## src/rtl/ireg_bridge.sv

```systemverilog
module ireg_bridge (
  input  logic        clk,
  input  logic        rst,
  input  logic [2:0]  host_addr,
  input  logic [7:0]  host_wdata,
  input  logic        host_we,
  input  logic        host_re,
  output logic [7:0]  host_rdata,
  output logic [9:0]  int_addr,
  output logic [35:0] int_wdata,
  output logic        int_we,
  output logic        int_re,
  input  logic [35:0] int_rdata
);

  logic [7:0] s0, s1, s2, s3, lo;
  logic [3:0] s4;
  logic [1:0] hi;
  logic       winc, rinc, wr_pend, rd_pend;
  logic [7:0] rd_q;
  logic       rd;

  assign rd         = host_re && !host_we;
  assign int_addr   = {hi, lo};
  assign int_wdata  = {s4, s3, s2, s1, s0};
  assign int_we     = wr_pend;
  assign int_re     = rd_pend;
  assign host_rdata = rd_pend ? int_rdata[7:0] : rd_q;

  always_ff @(posedge clk) begin
    if (rst) begin
      {s0, s1, s2, s3, s4, lo, hi} <= '0;
      {winc, rinc, wr_pend, rd_pend} <= '0;
      rd_q <= '0;
    end else begin
      wr_pend <= host_we && host_addr == 3'd0;
      rd_pend <= rd && host_addr == 3'd0;
      if ((wr_pend && winc) || (rd_pend && rinc))
        {hi, lo} <= int_addr + 10'd1;
      if (rd_pend)
        {s4, s3, s2, s1, s0} <= int_rdata;
      if (host_we) begin
        case (host_addr)
          3'd0: s0 <= host_wdata;
          3'd1: s1 <= host_wdata;
          3'd2: s2 <= host_wdata;
          3'd3: s3 <= host_wdata;
          3'd4: s4 <= host_wdata[3:0];
          3'd6: lo <= host_wdata;
          3'd7: {winc, rinc, hi} <= {host_wdata[7:6], host_wdata[1:0]};
          default: ;
        endcase
      end
      if (rd) begin
        case (host_addr)
          3'd1: rd_q <= s1;
          3'd2: rd_q <= s2;
          3'd3: rd_q <= s3;
          3'd4: rd_q <= {4'h0, s4};
          3'd6: rd_q <= lo;
          3'd7: rd_q <= {winc, rinc, 4'h0, hi};
          default: rd_q <= 8'h00;
        endcase
      end
    end
  end

  p_commit_r5: assert property (@(posedge clk) disable iff (rst)
    (host_we && host_addr == 3'd0) |=> (int_we && int_wdata[7:0] == $past(host_wdata)));

  p_stage_only_r6: assert property (@(posedge clk) disable iff (rst)
    (host_we && host_addr != 3'd0) |=> !int_we);

  p_fetch_r7: assert property (@(posedge clk) disable iff (rst)
    (rd && host_addr == 3'd0) |=> int_re);

  p_no_access_r8: assert property (@(posedge clk) disable iff (rst)
    (rd && host_addr != 3'd0) |=> (!int_re && !int_we));

  p_winc_r9: assert property (@(posedge clk) disable iff (rst)
    (int_we && winc && !host_we) |=> int_addr == $past(int_addr) + 10'd1);

  p_hold_r9: assert property (@(posedge clk) disable iff (rst)
    (!host_we && !int_re && !(int_we && winc)) |=> $stable(int_addr));

  p_reset_r11: assert property (@(posedge clk)
    rst |=> (!int_we && !int_re && int_addr == 10'd0));

endmodule

```

## config.mk

```make
export PLATFORM = sky130hd
export DESIGN_NAME = ireg_bridge
export DESIGN_NICKNAME = d
export VERILOG_FILES = /design/src/rtl/ireg_bridge.sv
export SDC_FILE = /design/constraint.sdc
export NUM_CORES = 1
export LEC_CHECK = 0
export ABC_AREA = 1
export BUFFER_PORTS_ARGS = -buffer_cell sky130_fd_sc_hd__buf_2
export CAP_MARGIN = 10
export CORE_MARGIN = 2
export CORE_UTILIZATION = 30
export DETAILED_ROUTE_END_ITERATION = 16
export GPL_ROUTABILITY_DRIVEN = 0
export PLACE_DENSITY = 0.63
export SLEW_MARGIN = 20
export SYNTH_ARGS = -nofsm -noshare
export SYNTH_HDL_FRONTEND = slang
export SYNTH_SLANG_ARGS = --single-unit
```

## constraint.sdc

```tcl
create_clock -name clk -period 1.2 [get_ports clk]
set_clock_uncertainty 0.05 [all_clocks]
set_input_delay 0.18 -clock clk [delete_from_list [all_inputs] [get_ports clk]]
set_output_delay 0.18 -clock clk [all_outputs]
set_load 0.02 [all_outputs]
```

**Word-level counts from Yosys, hierarchy flattened**

Index checks and enable logic that the tools add are counted.

- Register bits: 58
- Bits of input ports: 51

- Add/sub/neg operators: 1
- Equal/unequal tests: 6
- Mux-type cells: 23
- Reduce and logical (&&, ||, !) cells: 9

Operator list:

| cell | count |
|---|---|
| $mux W8 | 16 |
| $pmux W8 S6 | 1 |
| $mux W4 | 3 |
| $add A10 B1 Y10 const B | 1 |
| $eq A3 B3 Y1 const B | 3 |
| $eq A3 B2 Y1 const B | 2 |
| $mux W2 | 3 |
| $logic_and A1 B1 Y1 | 5 |
| $eq A3 B1 Y1 const B | 1 |
| $logic_not A3 Y1 | 1 |
| $reduce_and A2 Y1 | 1 |
| $logic_not A1 Y1 | 1 |
| $logic_or A1 B1 Y1 | 1 |

**Depth between registers and ports, before layout**

- Word-level depth: 5
- Mapped depth: 9
- Depth with buffers taken out: 8

**Least setup slack after synthesis**

No wires, ideal clock.

- Path kind: register to output
- Start: register rd_pend (netlist: int_re)
- End: output host_rdata[0]
- Arrival time: 1225 ps
- Required time: 970 ps
- Path slack: -255 ps
- Cell stages (with the launch flop): 7
- Cells stage by stage: dfxtp_1 > buf_2 > inv_1 > buf_4 > clkbuf_1 > nand2_1 > nand2_1

- Word-level cells in the longest chain between the ends: 1

Ends and longest elaborated chain:

| element | line | RTL |
|---|---|---|
| from (decl) | 19 | `logic winc, rinc, wr_pend, rd_pend;` |
| from (signal assigned) | 33 | `{winc, rinc, wr_pend, rd_pend} <= '0;` |
| from (signal assigned) | 37 | `rd_pend <= rd && host_addr == 3'd0;` |
| $mux W8 | 28 | `assign host_rdata = rd_pend ? int_rdata[7:0] : rd_q;` |
| to (decl) | 8 | `output logic [7:0] host_rdata,` |

No other way between the ends.

**Worst setup path after layout**

- Start: register rd_pend (netlist: int_re)
- End: output host_rdata[2]

Same word-level chain as after synthesis.

==> results.cfg <==
[status]
outcome = finished, violations left
violations = setup timing

[power]
p_leak_uw = 0.00224
ir_drop_v = 0.000584
power_frac_seq_pct = 46.1
power_frac_comb_pct = 15.4
internal_power_uw = 3220
power_density_nw_per_um2 = 982
clkPwrFrac_pct = 38.5
p_sw_share_pct = 27.5
switchingPower_uw = 1230

[timing]
hold_viol_final = 0
fin_crit_ns = 1.38
setup_viol = 18
rsz0062_at_grt = yes
relSlewSlack_pct = 78.6
setup_tns_ns = -2.41
min_period_over_period_pct = 115
maxSlewViolCount = 0
worst_pin_slew_ns = 0.318
setup_ws_ns = -0.183
max_clock_freq_ghz = 0.723
timing.hold.ws_ns = 0.0900

[finish]
areaGrowthSynthToFinish_pct = 45.7
seq_area_um2 = 1190
drive_gt1_share_pct = 35.7
insertedDiodeCount = 0
final_common_cell = nand2_1
n_fill_cell = 1064
final_cell_mix = nand2_1, buf_2, dfxtp_1
multi_input_area_um2 = 1770
layout.nets = 664
final_core_utilization_pct = 44.5

[placed_design]
port_buffers = 106
dp_slack_ns = -0.135
hpwl_um = 8220

[setup_path]
r2r-start = int_re
cp.arrival_ns = 1.15
worstPathRequired_ns = 0.97
rrSetupSlack_ns = -0.16
path_class = flop to output port
crit_path_max_fanout = 6
worst-r2r-cell-count = 8
cp-end-kind = output port
cp-start-kind = flop
critPathCapture = host_rdata[2]
startpoint = int_re
reg2reg_to = lo[5]

[clock_tree]
clkSinkCount = 58
root_buffer = clkbuf_8
clockBufferDepth = 2
clock_latency_ns = 0.33
tritoncts = built
cts_inserted_buffers = 9
htreeDepth = 3
clk_pin_slew_ns = 0.07

[global_routing]
grt_pass1_vias = 3517
grt-ovfl-total = 0
grt_start_max_net_pins = 33
antenna_found_initial = 0
grtUsageTotal_pct = 19.7
grt_pass1_wl_um = 17300

[synth]
ys_seq_elements = 58
mappedNetlistArea_um2 = 3110
syn-num-nets = 527
synthMuxAreaShare_pct = 0
yosysWarningCount = 0
synth-compound-area-share_pct = 20.2
synthAdderAreaFrac_pct = 0.402
synthSimpleGateAreaFrac_pct = 31.6
synth_top_family_by_area = simple AND/OR/NAND/NOR gates
syn_inst = 475
ys_seq_area_share_pct = 37.3
postSynthAreaPerCell_um2 = 6.55
ys_types = 29
synth-xor-area-share_pct = 0.563

[route]
drcViolationCount = 0
ant_nets = 0
routed_wirelength_um = 10700
drt-initial-drc-count = 163
drt_pre_antenna_iters = 4
vias = 3560
drt-wirelength-per-cell_um = 14.2
viasPerCell = 4.73

[run]
drv_cap = 0

[die]
fp.dieH_um = 106
io_pins = 107
dieArea_um2 = 11200
coreArea_um2 = 10200
rows = 37
initial_core_util_pct = 30.5
fp.dieW_um = 106

[worst_hold_path]
hold-path-cell-count = 3
hold_class = input pin to flop
[area by class of cell]
type | instances | share of cell area [%]
clock buffers | 13 | 3.95
clock inverters | 2 | 0.221
flip-flops and latches | 58 | 26.2
multi-input cells | 350 | 39.1
inverters | 41 | 3.53
repair buffers | 152 | 23.3
well taps | 136 | 3.76
[critical path: stages (launching register included)]
cell and delay, ns:
dfxtp_4 0.40, inv_6 0.05, buf_12 0.14, nand2_4 0.05
nand2_2 0.05, buf_6 0.12
[synthesized netlist by cell type]
cell type,number,share of area (%)
nand2_1,161,19
o21ai_0,63,10
dfxtp_1,58,37
a21oi_1,44,7.1
inv_1,37,4.5
nand3_1,20,3.2
nand4_1,16,3.2
nor2_1,14,1.7
a31oi_1,11,2.2
clkbuf_1,11,1.3
buf_2,6,0.97
buf_6,5,1.8
buf_4,3,0.72
inv_2,3,0.36
nand2_2,3,0.60
nand3b_1,3,0.72
o21ai_1,3,0.48
nor3_1,2,0.32
xnor2_1,2,0.56
buf_1,1,0.12
clkinv_2,1,0.16
ha_1,1,0.40
nand3_2,1,0.32
nor2_4,1,0.36
nor3_2,1,0.32
nor3_4,1,0.52
nor4_4,1,0.68
o21bai_1,1,0.24
or2_0,1,0.20
[power groups by stage]
stage / sequential, µW / clock [µW] / combinational [µW]
final: 2050 / 1710 / 687
after CTS: 2050 / 1740 / 677
after global routing: 2060 / 1870 / 755
after floorplan: 2150 / 0 / 283
after detailed placement: 2100 / 0 / 655
after global placement: 2090 / 0 / 647
[metal layers]
metal	vias up	GRT usage [%]	wire [µm]
met5	-	0	0
met1	1581	25.4	4810
met4	0	7.80	224
met2	105	32.1	4950
li1	1853	-	-
met3	21	4.21	679
[how the worst min path moves through the flow]
stage	startpoint	endpoint	slack [ns]
floorplan	host_wdata[4]	s1[4]	0.31
global placement	rd_q[1]	rd_q[1]	0.40
detailed placement	rd_q[6]	rd_q[6]	0.41
CTS	int_rdata[6]	s0[6]	0.08
global route	int_rdata[6]	s0[6]	0.08
finish	int_rdata[5]	s0[5]	0.09
[per-stage QoR]
| step | total power, µW | instances | instance area (µm²) |
|---|---|---|---|
| 6_report | 4450 | 752 | 4530 |
| 4_1_cts | 4470 | 752 | 4440 |
| 5_1_grt | 4680 | 752 | 4530 |
| 3_5_place_dp | 2750 | 731 | 4090 |
| 3_3_place_gp | 2740 | 731 | 4090 |
| 2_1_floorplan | 2440 | 475 | 3190 |
[cells by family after synthesis]
group           after synthesis
compound gates              122
xor+xnor                      2
fa+ha+maj                     1
buf+inv                      67
flops                        58
simple gates                225
[repair_timing]
item / in CTS / in global routing
hold buffers: 0 / 0
setup buffers: 6 / 1
pin swaps: 2 / 14
resized for setup: 50 / 32
endpoints found under the setup margin: 28 / 51
cloned: 0 / 1
[state kept, by name (all words and copies together) (netlist names), 2 cells and up]
name	count
hi	2
lo	8
rd_q	8
s0	8
s1	8
s2	8
s3	8
s4	4
Power figures use the tool's default switching activity.
